===== src/rtl/zpacc_pkg.sv =====
package zpacc_pkg;
  localparam int ADDR_W = 16;
  localparam int DATA_W = 8;

  localparam logic [7:0] OP_LDLO = 8'h20, OP_LDHI = 8'h30, OP_LDZ = 8'h40, OP_STZ = 8'h50;
  localparam logic [7:0] OP_LDP  = 8'h60, OP_STP  = 8'h70, OP_BR  = 8'h80, OP_BRN = 8'h90;
  localparam logic [7:0] OP_BRZ  = 8'hA0, OP_PAGE = 8'hB0, OP_TBL = 8'hC0, OP_STPB = 8'hD0;
  localparam logic [7:0] OP_LDPB = 8'hE0;

  typedef enum logic [3:0] {
    S_VEC0, S_VEC1, S_OP, S_ARG, S_EXEC, S_Z0, S_Z1, S_P0, S_P1, S_M0, S_M1, S_TBL
  } stateT;

  typedef enum logic [2:0] {AD_PC, AD_VEC0, AD_VEC1, AD_ZP0, AD_ZP1, AD_PTR0, AD_PTR1, AD_TBL} addrSelT;
  typedef enum logic [2:0] {PC_HOLD, PC_INC, PC_VLO, PC_VHI, PC_BR, PC_PAGE} pcOpT;
  typedef enum logic [1:0] {AL_HOLD, AL_DATA, AL_ARG} alOpT;
  typedef enum logic [1:0] {AH_HOLD, AH_DATA, AH_ARG, AH_ZERO} ahOpT;

  typedef struct packed {
    addrSelT addrSel;
    logic    rd;
    logic    wr;
    logic    hiByte;
    pcOpT    pcOp;
    logic    ldArg;
    alOpT    alOp;
    ahOpT    ahOp;
    logic    ldPtrLo;
    logic    ldPtrHi;
  } ctrlT;
endpackage


===== src/rtl/zpacc_datapath.sv =====
module zpacc_datapath
  import zpacc_pkg::*;
#(
  parameter logic [ADDR_W-1:0] RESET_VEC = 16'h8000
) (
  input  logic              clk,
  input  logic              rstN,
  input  ctrlT              ctl,
  input  logic [DATA_W-1:0] dataIn,
  output logic [ADDR_W-1:0] addr,
  output logic [DATA_W-1:0] dataOut,
  output logic              accSign
);
  logic [ADDR_W-1:0] pc, ptr;
  logic [DATA_W-1:0] accLo, accHi, arg, argNext;

  assign argNext = arg + 8'd1;
  assign accSign = accLo[DATA_W-1];
  assign dataOut = ctl.hiByte ? accHi : accLo;

  always_comb begin
    unique case (ctl.addrSel)
      AD_VEC0: addr = RESET_VEC;
      AD_VEC1: addr = RESET_VEC + 16'd1;
      AD_ZP0:  addr = {8'h00, arg};
      AD_ZP1:  addr = {8'h00, argNext};
      AD_PTR0: addr = ptr;
      AD_PTR1: addr = ptr + 16'd1;
      AD_TBL:  addr = {arg, accLo};
      default: addr = pc;
    endcase
  end

  always_ff @(posedge clk) begin
    if (!rstN) begin
      pc <= '0; ptr <= '0; accLo <= '0; accHi <= '0; arg <= '0;
    end else begin
      unique case (ctl.pcOp)
        PC_INC:  pc <= pc + 16'd1;
        PC_VLO:  pc[7:0] <= dataIn;
        PC_VHI:  pc[15:8] <= dataIn;
        PC_BR:   pc[7:0] <= arg;
        PC_PAGE: pc <= {arg, 8'h00};
        default: ;
      endcase
      if (ctl.ldArg) arg <= dataIn;
      if (ctl.ldPtrLo) ptr[7:0] <= dataIn;
      if (ctl.ldPtrHi) ptr[15:8] <= dataIn;
      unique case (ctl.alOp)
        AL_DATA: accLo <= dataIn;
        AL_ARG:  accLo <= arg;
        default: ;
      endcase
      unique case (ctl.ahOp)
        AH_DATA: accHi <= dataIn;
        AH_ARG:  accHi <= arg;
        AH_ZERO: accHi <= '0;
        default: ;
      endcase
    end
  end


  br_keep_page_chk: assert property (@(posedge clk) disable iff (!rstN)
    ctl.pcOp == PC_BR |=> pc[15:8] == $past(pc[15:8]) && pc[7:0] == $past(arg));


  page_align_chk: assert property (@(posedge clk) disable iff (!rstN)
    ctl.pcOp == PC_PAGE |=> pc[7:0] == 8'h00);
endmodule


===== src/rtl/zpacc_ctrl.sv =====
module zpacc_ctrl
  import zpacc_pkg::*;
(
  input  logic              clk,
  input  logic              rstN,
  input  logic [DATA_W-1:0] dataIn,
  input  logic              accSign,
  output ctrlT              ctl
);
  stateT state, stateNext;
  logic [DATA_W-1:0] ir;
  logic isStore;

  assign isStore = (ir == OP_STZ) || (ir == OP_STP) || (ir == OP_STPB);

  always_comb begin
    ctl = '{addrSel: AD_PC, rd: 1'b0, wr: 1'b0, hiByte: 1'b0, pcOp: PC_HOLD, ldArg: 1'b0,
            alOp: AL_HOLD, ahOp: AH_HOLD, ldPtrLo: 1'b0, ldPtrHi: 1'b0};
    stateNext = S_OP;
    unique case (state)
      S_VEC0: begin ctl.addrSel = AD_VEC0; ctl.rd = 1'b1; ctl.pcOp = PC_VLO; stateNext = S_VEC1; end
      S_VEC1: begin ctl.addrSel = AD_VEC1; ctl.rd = 1'b1; ctl.pcOp = PC_VHI; end
      S_OP:   begin ctl.rd = 1'b1; ctl.pcOp = PC_INC; stateNext = S_ARG; end
      S_ARG:  begin ctl.rd = 1'b1; ctl.pcOp = PC_INC; ctl.ldArg = 1'b1; stateNext = S_EXEC; end
      S_EXEC: begin
        unique case (ir)
          OP_LDLO: begin ctl.alOp = AL_ARG; ctl.ahOp = AH_ZERO; end
          OP_LDHI: ctl.ahOp = AH_ARG;
          OP_LDZ, OP_STZ: stateNext = S_Z0;
          OP_LDP, OP_STP, OP_LDPB, OP_STPB: stateNext = S_P0;
          OP_BR:   ctl.pcOp = PC_BR;
          OP_BRN:  if (accSign)  ctl.pcOp = PC_BR;
          OP_BRZ:  if (!accSign) ctl.pcOp = PC_BR;
          OP_PAGE: ctl.pcOp = PC_PAGE;
          OP_TBL:  stateNext = S_TBL;
          default: ;
        endcase
      end
      S_Z0: begin
        ctl.addrSel = AD_ZP0; ctl.wr = isStore; ctl.rd = !isStore;
        if (!isStore) ctl.alOp = AL_DATA;
        stateNext = S_Z1;
      end
      S_Z1: begin
        ctl.addrSel = AD_ZP1; ctl.wr = isStore; ctl.rd = !isStore; ctl.hiByte = 1'b1;
        if (!isStore) ctl.ahOp = AH_DATA;
      end
      S_P0: begin ctl.addrSel = AD_ZP0; ctl.rd = 1'b1; ctl.ldPtrLo = 1'b1; stateNext = S_P1; end
      S_P1: begin ctl.addrSel = AD_ZP1; ctl.rd = 1'b1; ctl.ldPtrHi = 1'b1; stateNext = S_M0; end
      S_M0: begin
        ctl.addrSel = AD_PTR0; ctl.wr = isStore; ctl.rd = !isStore;
        if (!isStore) ctl.alOp = AL_DATA;
        if (ir == OP_LDP || ir == OP_STP) stateNext = S_M1;
      end
      S_M1: begin
        ctl.addrSel = AD_PTR1; ctl.wr = isStore; ctl.rd = !isStore; ctl.hiByte = 1'b1;
        if (!isStore) ctl.ahOp = AH_DATA;
      end
      S_TBL: begin ctl.addrSel = AD_TBL; ctl.rd = 1'b1; ctl.alOp = AL_DATA; end
      default: ;
    endcase
  end

  always_ff @(posedge clk) begin
    if (!rstN) begin
      state <= S_VEC0;
      ir    <= '0;
    end else begin
      state <= stateNext;
      if (state == S_OP) ir <= dataIn;
    end
  end


  store_only_chk: assert property (@(posedge clk) disable iff (!rstN)
    ctl.wr |-> (ir == OP_STZ || ir == OP_STP || ir == OP_STPB));


  exec_quiet_chk: assert property (@(posedge clk) disable iff (!rstN)
    state == S_EXEC |-> !ctl.rd && !ctl.wr && $past(state) == S_ARG);
endmodule


===== src/rtl/zpacc_cpu.sv =====
module zpacc_cpu
  import zpacc_pkg::*;
#(
  parameter logic [15:0] RESET_VEC = 16'h8000
) (
  input  logic        clk,
  input  logic        rstN,
  output logic [15:0] addr,
  input  logic [7:0]  dataIn,
  output logic [7:0]  dataOut,
  output logic        mrN,
  output logic        mwN
);
  ctrlT ctl;
  logic accSign;

  zpacc_ctrl u_ctrl (
    .clk(clk), .rstN(rstN), .dataIn(dataIn), .accSign(accSign), .ctl(ctl)
  );

  zpacc_datapath #(.RESET_VEC(RESET_VEC)) u_dp (
    .clk(clk), .rstN(rstN), .ctl(ctl), .dataIn(dataIn),
    .addr(addr), .dataOut(dataOut), .accSign(accSign)
  );

  assign mrN = !(ctl.rd && rstN);
  assign mwN = !(ctl.wr && rstN);


  strobe_excl_chk: assert property (@(posedge clk) disable iff (!rstN)
    !(!mrN && !mwN));
endmodule


===== config.mk =====
export PLATFORM = sky130hd
export DESIGN_NAME = zpacc_cpu
export DESIGN_NICKNAME = d
export VERILOG_FILES = /design/src/rtl/zpacc_pkg.sv /design/src/rtl/zpacc_datapath.sv /design/src/rtl/zpacc_ctrl.sv /design/src/rtl/zpacc_cpu.sv
export SDC_FILE = /design/constraint.sdc
export NUM_CORES = 1
export LEC_CHECK = 0
export ABC_AREA = 1
export BUFFER_PORTS_ARGS = -buffer_cell sky130_fd_sc_hd__buf_2
export CORE_UTILIZATION = 45
export CTS_CLUSTER_SIZE = 12
export DETAILED_ROUTE_END_ITERATION = 10
export PLACE_DENSITY_LB_ADDON = 0.12
export SLEW_MARGIN = 5
export SYNTH_ARGS = -nofsm -noshare
export SYNTH_HDL_FRONTEND = slang
export SYNTH_SLANG_ARGS = --single-unit

===== constraint.sdc =====
create_clock -name clk -period 2.7 [get_ports clk]
set_input_delay 0.54 -clock clk [delete_from_list [all_inputs] [get_ports clk]]
set_output_delay 0.54 -clock clk [all_outputs]
set_load 0.005 [all_outputs]

After elaboration in Yosys (flattened, before gate mapping)
Cells that the tools add are included.

storage, ports and cells
  register bits after elaboration = 68
  latch bits = 0
  memory bits (writable) = 0
  bits in read-only memories = 0
  bits of input ports = 10
  output and inout port bits = 26
  word-level logic and storage cells = 100
  memories = 0

cells by class
  add/sub/neg operators = 3
  multipliers = 0
  div/mod/pow operators = 0
  order comparisons = 0
  equal/unequal tests = 41
  shift operators = 0
  multiplexer cells = 25
  bitwise gates (word level) = 0
  reduce and logical (&&, ||, !) cells = 22

operators by type and width
  kind                   number
  $pmux 16 s7            1
  $eq 8x8->1 const B     7
  $pmux 8 s3             2
  $add 16x1->16 const B  2
  $eq 8x7->1 const B     4
  $pmux 4 s8             1
  $pmux 8 s4             1
  $pmux 3 s4             2
  $pmux 3 s7             1
  $eq 3x3->1 const B     6
  $eq 4x3->1 const B     4
  $eq 4x4->1 const B     4
  $eq 8x6->1 const B     2
  $pmux 8 s2             1
  $eq 3x2->1 const B     4
  $pmux 4 s3             1
  $reduce_or 2->1        6
  $add 8x1->8 const B    1
  $eq 4x2->1 const B     2
  $mux 8                 1
  $pmux 2 s2             2
  $reduce_or 4->1        2
  $reduce_or 7->1        1
  $eq 2x2->1 const B     3
  other kinds (16)       30

Depth between registers and ports, before layout
  word-level depth = 7
  mapped depth = 13
  mapped depth without buffers = 12

Hierarchy
Synthesis repeated with hierarchy kept, for this count alone.

second synthesis, totals
  cell total of the unflattened synthesis = 796
  area total of the unflattened synthesis = 4,749.6 µm²

modules (own cells, without submodules)
  module          instances  cells an instance  area an instance (µm²)  sequential area each (µm²)
  zpacc_datapath  1          662                3,898.7                 1,121.1
  zpacc_ctrl      1          132                843.3                   240.2
  zpacc_cpu       1          2                  7.5                     0.0

Least setup slack after synthesis
Ideal clock, no wire load.

  path kind = register to register
  start point = register u_ctrl.state[2]
  end point = register u_dp.accLo[0]
  library setup time = 0.115 ns
  arrival = 1.801 ns
  required time = 2.585 ns
  path slack = 0.783 ns
  stages on the path, launching flop included = 12
  buffers on the path = 1
  period minus slack after synthesis = 1.917 ns
  path through = dfxtp_1 > inv_1 > nand2_1 > nor2_1 > nor2_1 > inv_1 > a21oi_1 > ha_1 > clkbuf_1 > o21ai_0 > o21ai_0 > inv_1

on the way
  longest elaborated chain between the ends = 5
  elaborated cells on any way between the ends = 10
  those cells by class = eq/ne: 6; mux: 2; reduce/logical: 2

ends and longest elaborated chain
  element                                          line                  RTL
  from (decl)                                      zpacc_ctrl.sv:10      stateT state, stateNext;
  from (signal assigned)                           zpacc_ctrl.sv:69      state <= stateNext;
  $eq 4x3->1 or $eq 4x4->1 (tied branches)         zpacc_ctrl.sv:20      unique case (state)
  $reduce_or 2->1 (no source line)                 --
  $pmux 2 s3 (*)                                   zpacc_ctrl.sv:20
  $eq 2x2->1 or $eq 2x1->1 (tied branches)         zpacc_datapath.sv:49  unique case (ctl.alOp)
  $pmux 8 s2 or $reduce_bool 2->1 (tied branches)  --
  to (signal assigned)                             zpacc_datapath.sv:50  AL_DATA: accLo <= dataIn;
  to (signal assigned)                             zpacc_datapath.sv:51  AL_ARG: accLo <= arg;
  to (decl)                                        zpacc_datapath.sv:15  logic [DATA_W-1:0] accLo, accHi, arg, argNext;

Mark *: on every way between the ends. The rest lies on a longest branch, timed or not.
A chain may end at the register's enable or synchronous reset.

Final worst setup path
  start point = register u_dp.ptr[2]
  end point = output port addr[5]

on the way
  longest elaborated chain between the ends = 2

ends and longest elaborated chain
  element                 line                  RTL
  from (decl)             zpacc_datapath.sv:14  logic [ADDR_W-1:0] pc, ptr;
  from (signal assigned)  zpacc_datapath.sv:47  if (ctl.ldPtrLo) ptr[7:0] <= dataIn;
  $add 16x1->16           zpacc_datapath.sv:28  AD_PTR1: addr = ptr + 16'd1;
  $pmux 16 s7             zpacc_datapath.sv:22  unique case (ctl.addrSel)
  to (decl)               zpacc_cpu.sv:8        output logic [15:0] addr,

No other way between the ends.

==> impl_results.md <==
- Fmax: 396 MHz
- Syn Area/Cell: 5.92 um^2
- Post-synthesis sequential element count: 68
- Final setup viols: 0
- Number of distinct library cells after synthesis: 31
- Fin area: 5350 um^2
- Setup crit end kind: output port
- Synth warn: 0
- Peak supply drop: 0.478 mV
- Via count: 5539
- Post-place setup slack: 0.414 ns
- Slew @ Worst Pin: 0.470 ns
- Die area: 11000 um^2
- Htree depth: 3
- Post-Layout Cell Count: 979
- Worst EP arrival: 1.98 ns
- GP Congestion: 0.946
- Post-synthesis net count: 818
- Final Cycle Share: 93.5%
- Sink Count: 68
- Reg clk slew, reported paths: 0.08 ns
- Routed WL per cell: 17.5 um
- CTS tree: yes
- R2R Path Start: u_ctrl.state[2]
- Post-Route Skew: 0.0144 ns
- Root buf cell: clkbuf_8
- Area leader, netlist: dfxtp_1
- Max cap viols: 0
- Cell Pwr Density: 515 nW/um^2
- Status: completed
- TritonCTS buffer count: 9
- Power Total: 2.76 mW
- Crit path capture: addr[5]
- Drt first pass iters: 7
- Nets: 854
- Core box area: 10300 um^2
- Layout filler cell count: 1092
- First-pass GRT wire length: 27.1 mm
- DP HPWL: 12.9 mm
- Crit path launch type: register
- PortBufs: 35
- Critical R2R Capture: u_dp.accLo[7]
- Die Y: 105 um
- P_leak: 2.43 nW
- Slew HR: 68.6%
- Clock Tree Buf Depth: 2
- GRT overflow: 0
- Area growth syn-to-layout: 12.6%
- DR iter-0 viols: 448
- Seq/Total Area, Yosys: 28.6%
- Total Wirelength: 17.1 mm
- I/O pin cnt: 36
- Drt via density: 5.66
- Flop2flop setup slack: 0.42 ns
- # rows: 37
- DP Area: 5100 um^2
- Worst-skew pair later-pin latency: 0.38 ns
- N_diodes: 0
- Final Max Slew Viols: 0
- Register Area: 1370 um^2
- Setup crit start: u_dp.ptr[2]
- Cells on worst reg2reg path: 10
- Worst hold path type: in -> reg
- Final core occ: 52.1%
- Most frequent cells in the layout: 175 x nand2_1, 104 x inv_1, 103 x nor2_1, 82 x o21ai_0, 68 x nand3_1
- Synthesized area: 4760 um^2
- Multi-input logic area: 2910 um^2
- Fin crit period: 2.52 ns
- CP Class: reg -> out
- Unrepaired setup endpoints after global routing: yes
- Post-synth top area share: 28.6%
- Worst Slack Setup Final: 0.177 ns
- DRC: 0
- Worst endpoint required time: 2.16 ns
- Starting density of the core: 46.3%
- Chip width: 105 um
- Layout cell share with drive strength beyond 1: 12.3%
- Most common cell after layout, fill and taps aside: nand2_1
- Critical path peak fanout: 6
- Cells after Synth: 804
- Top post-synthesis cells by area: dfxtp_1 29%, nand2_1 14%, o21ai_0 8.7%, nor2_1 8.4%, inv_1 8.3%
- Total GRT Usage: 32.3%
- Initial antenna violation count: 0
- ANT nets after route: 0
- Dpl cells: 965
- Largest net degree at the start of global routing: 30
- Number of global-route vias before repair: 5052
- Fin. Hold Viols: 0
- Setup repair bufs after CTS: 0
-- stage by stage --
stage	setup TNS, ns	hold slack (ns)
finish	0	0.539
detailed placement	0	0.531
floorplan	0	0.505
global route	-0.0524	0.559
CTS	0	0.518
global placement	0	0.524
-- power by group --
group          total [mW]  internal [mW]  switching, mW  leakage [nW]
Sequential           1.18           1.07          0.107         0.556
Combinational       0.631          0.205          0.426          1.77
Clock               0.945          0.536          0.409         0.103
Total                2.76           1.82          0.942          2.43
-- what timing repair did --
action                     CTS  global route
hold buffers                 0             0
cloned                       0             0
gates resized for setup      1            21
setup endpoints to repair    1            11
pin swaps                    0             0
-- worst min-delay path by stage --
stage	startpoint	end	slack, ns	cells after the start
final	dataIn[2]	u_dp.accHi[2]	0.54	5
after CTS	dataIn[7]	u_dp.accHi[7]	0.52	5
after floorplan	u_ctrl.ir[0]	u_ctrl.ir[0]	0.51	2
after detailed placement	u_dp.arg[4]	u_dp.arg[4]	0.53	2
after global routing	dataIn[3]	u_dp.accHi[3]	0.56	5
after global placement	u_dp.arg[4]	u_dp.arg[4]	0.52	2
-- state kept, by name, summed over array words and instances (netlist names) --
name          count
u_dp.accHi        8
u_dp.ptr         16
u_dp.arg          8
u_dp.pc          16
u_ctrl.state      4
u_dp.accLo        8
u_ctrl.ir         8
-- layer usage --
metal	share of wire, %	wire length, um	vias to the layer above	GRT usage (%)
met3	8.8	1510	44	8.11
li1	-	-	2723	-
met2	44	7500	250	49.7
met1	44	7590	2522	43.2
met5	0	0	-	0
met4	3.1	529	0	12.7
-- logic make-up (layout without fill, tap and decap cells) --
group                      count (synthesis)  count (layout)  synth area share (%)
xor gates and xnor gates                   7               7                  1.29
adders and majority gates                  4               4                  1.05
buffers and inverters                    133             172                  11.0
and+or+nand+nor                          421             421                  38.9
DFF                                       68              68                  28.6
AOI/OAI and AO/OA                        171             171                  19.2
-- worst max-delay path: stages (launching register included) --
cell and delay [ns]:
dfxtp_1 0.44, nand3_1 0.20, inv_1 0.12, nand3_1 0.14, o21ai_0 0.28, nand3_1 0.15, o21ai_0 0.10, inv_1 0.05
buf_2 0.12
-- cells in the mapped netlist --
library cell,n
a211oi_1,1
a21o_1,1
a21oi_1,59
a22oi_1,2
a31oi_1,6
buf_2,13
buf_6,1
clkbuf_1,11
dfxtp_1,68
ha_1,4
inv_1,105
inv_2,3
nand2_1,179
nand2_2,8
nand3_1,68
nand3_2,2
nand3_4,1
nand3b_1,8
nand4_1,19
nor2_1,107
nor2_2,6
nor2_4,2
nor3_1,18
nor4_1,2
o2111ai_1,4
o211ai_1,3
o21ai_0,83
o22ai_1,12
or2_2,1
xnor2_1,1
xor2_1,6
-- layout make-up --
| class | instances | share of cell area (%) |
|---|---|---|
| Multi-Input combinational cell | 603 | 54.4 |
| Clock inverter | 2 | 1.12 |
| Timing Repair Buffer | 50 | 5.38 |
| Sequential cell | 68 | 25.6 |
| Clock buffer | 12 | 2.71 |
| Inverter | 108 | 7.57 |
| Tap cell | 136 | 3.18 |
(Power assumes the default switching activity.)
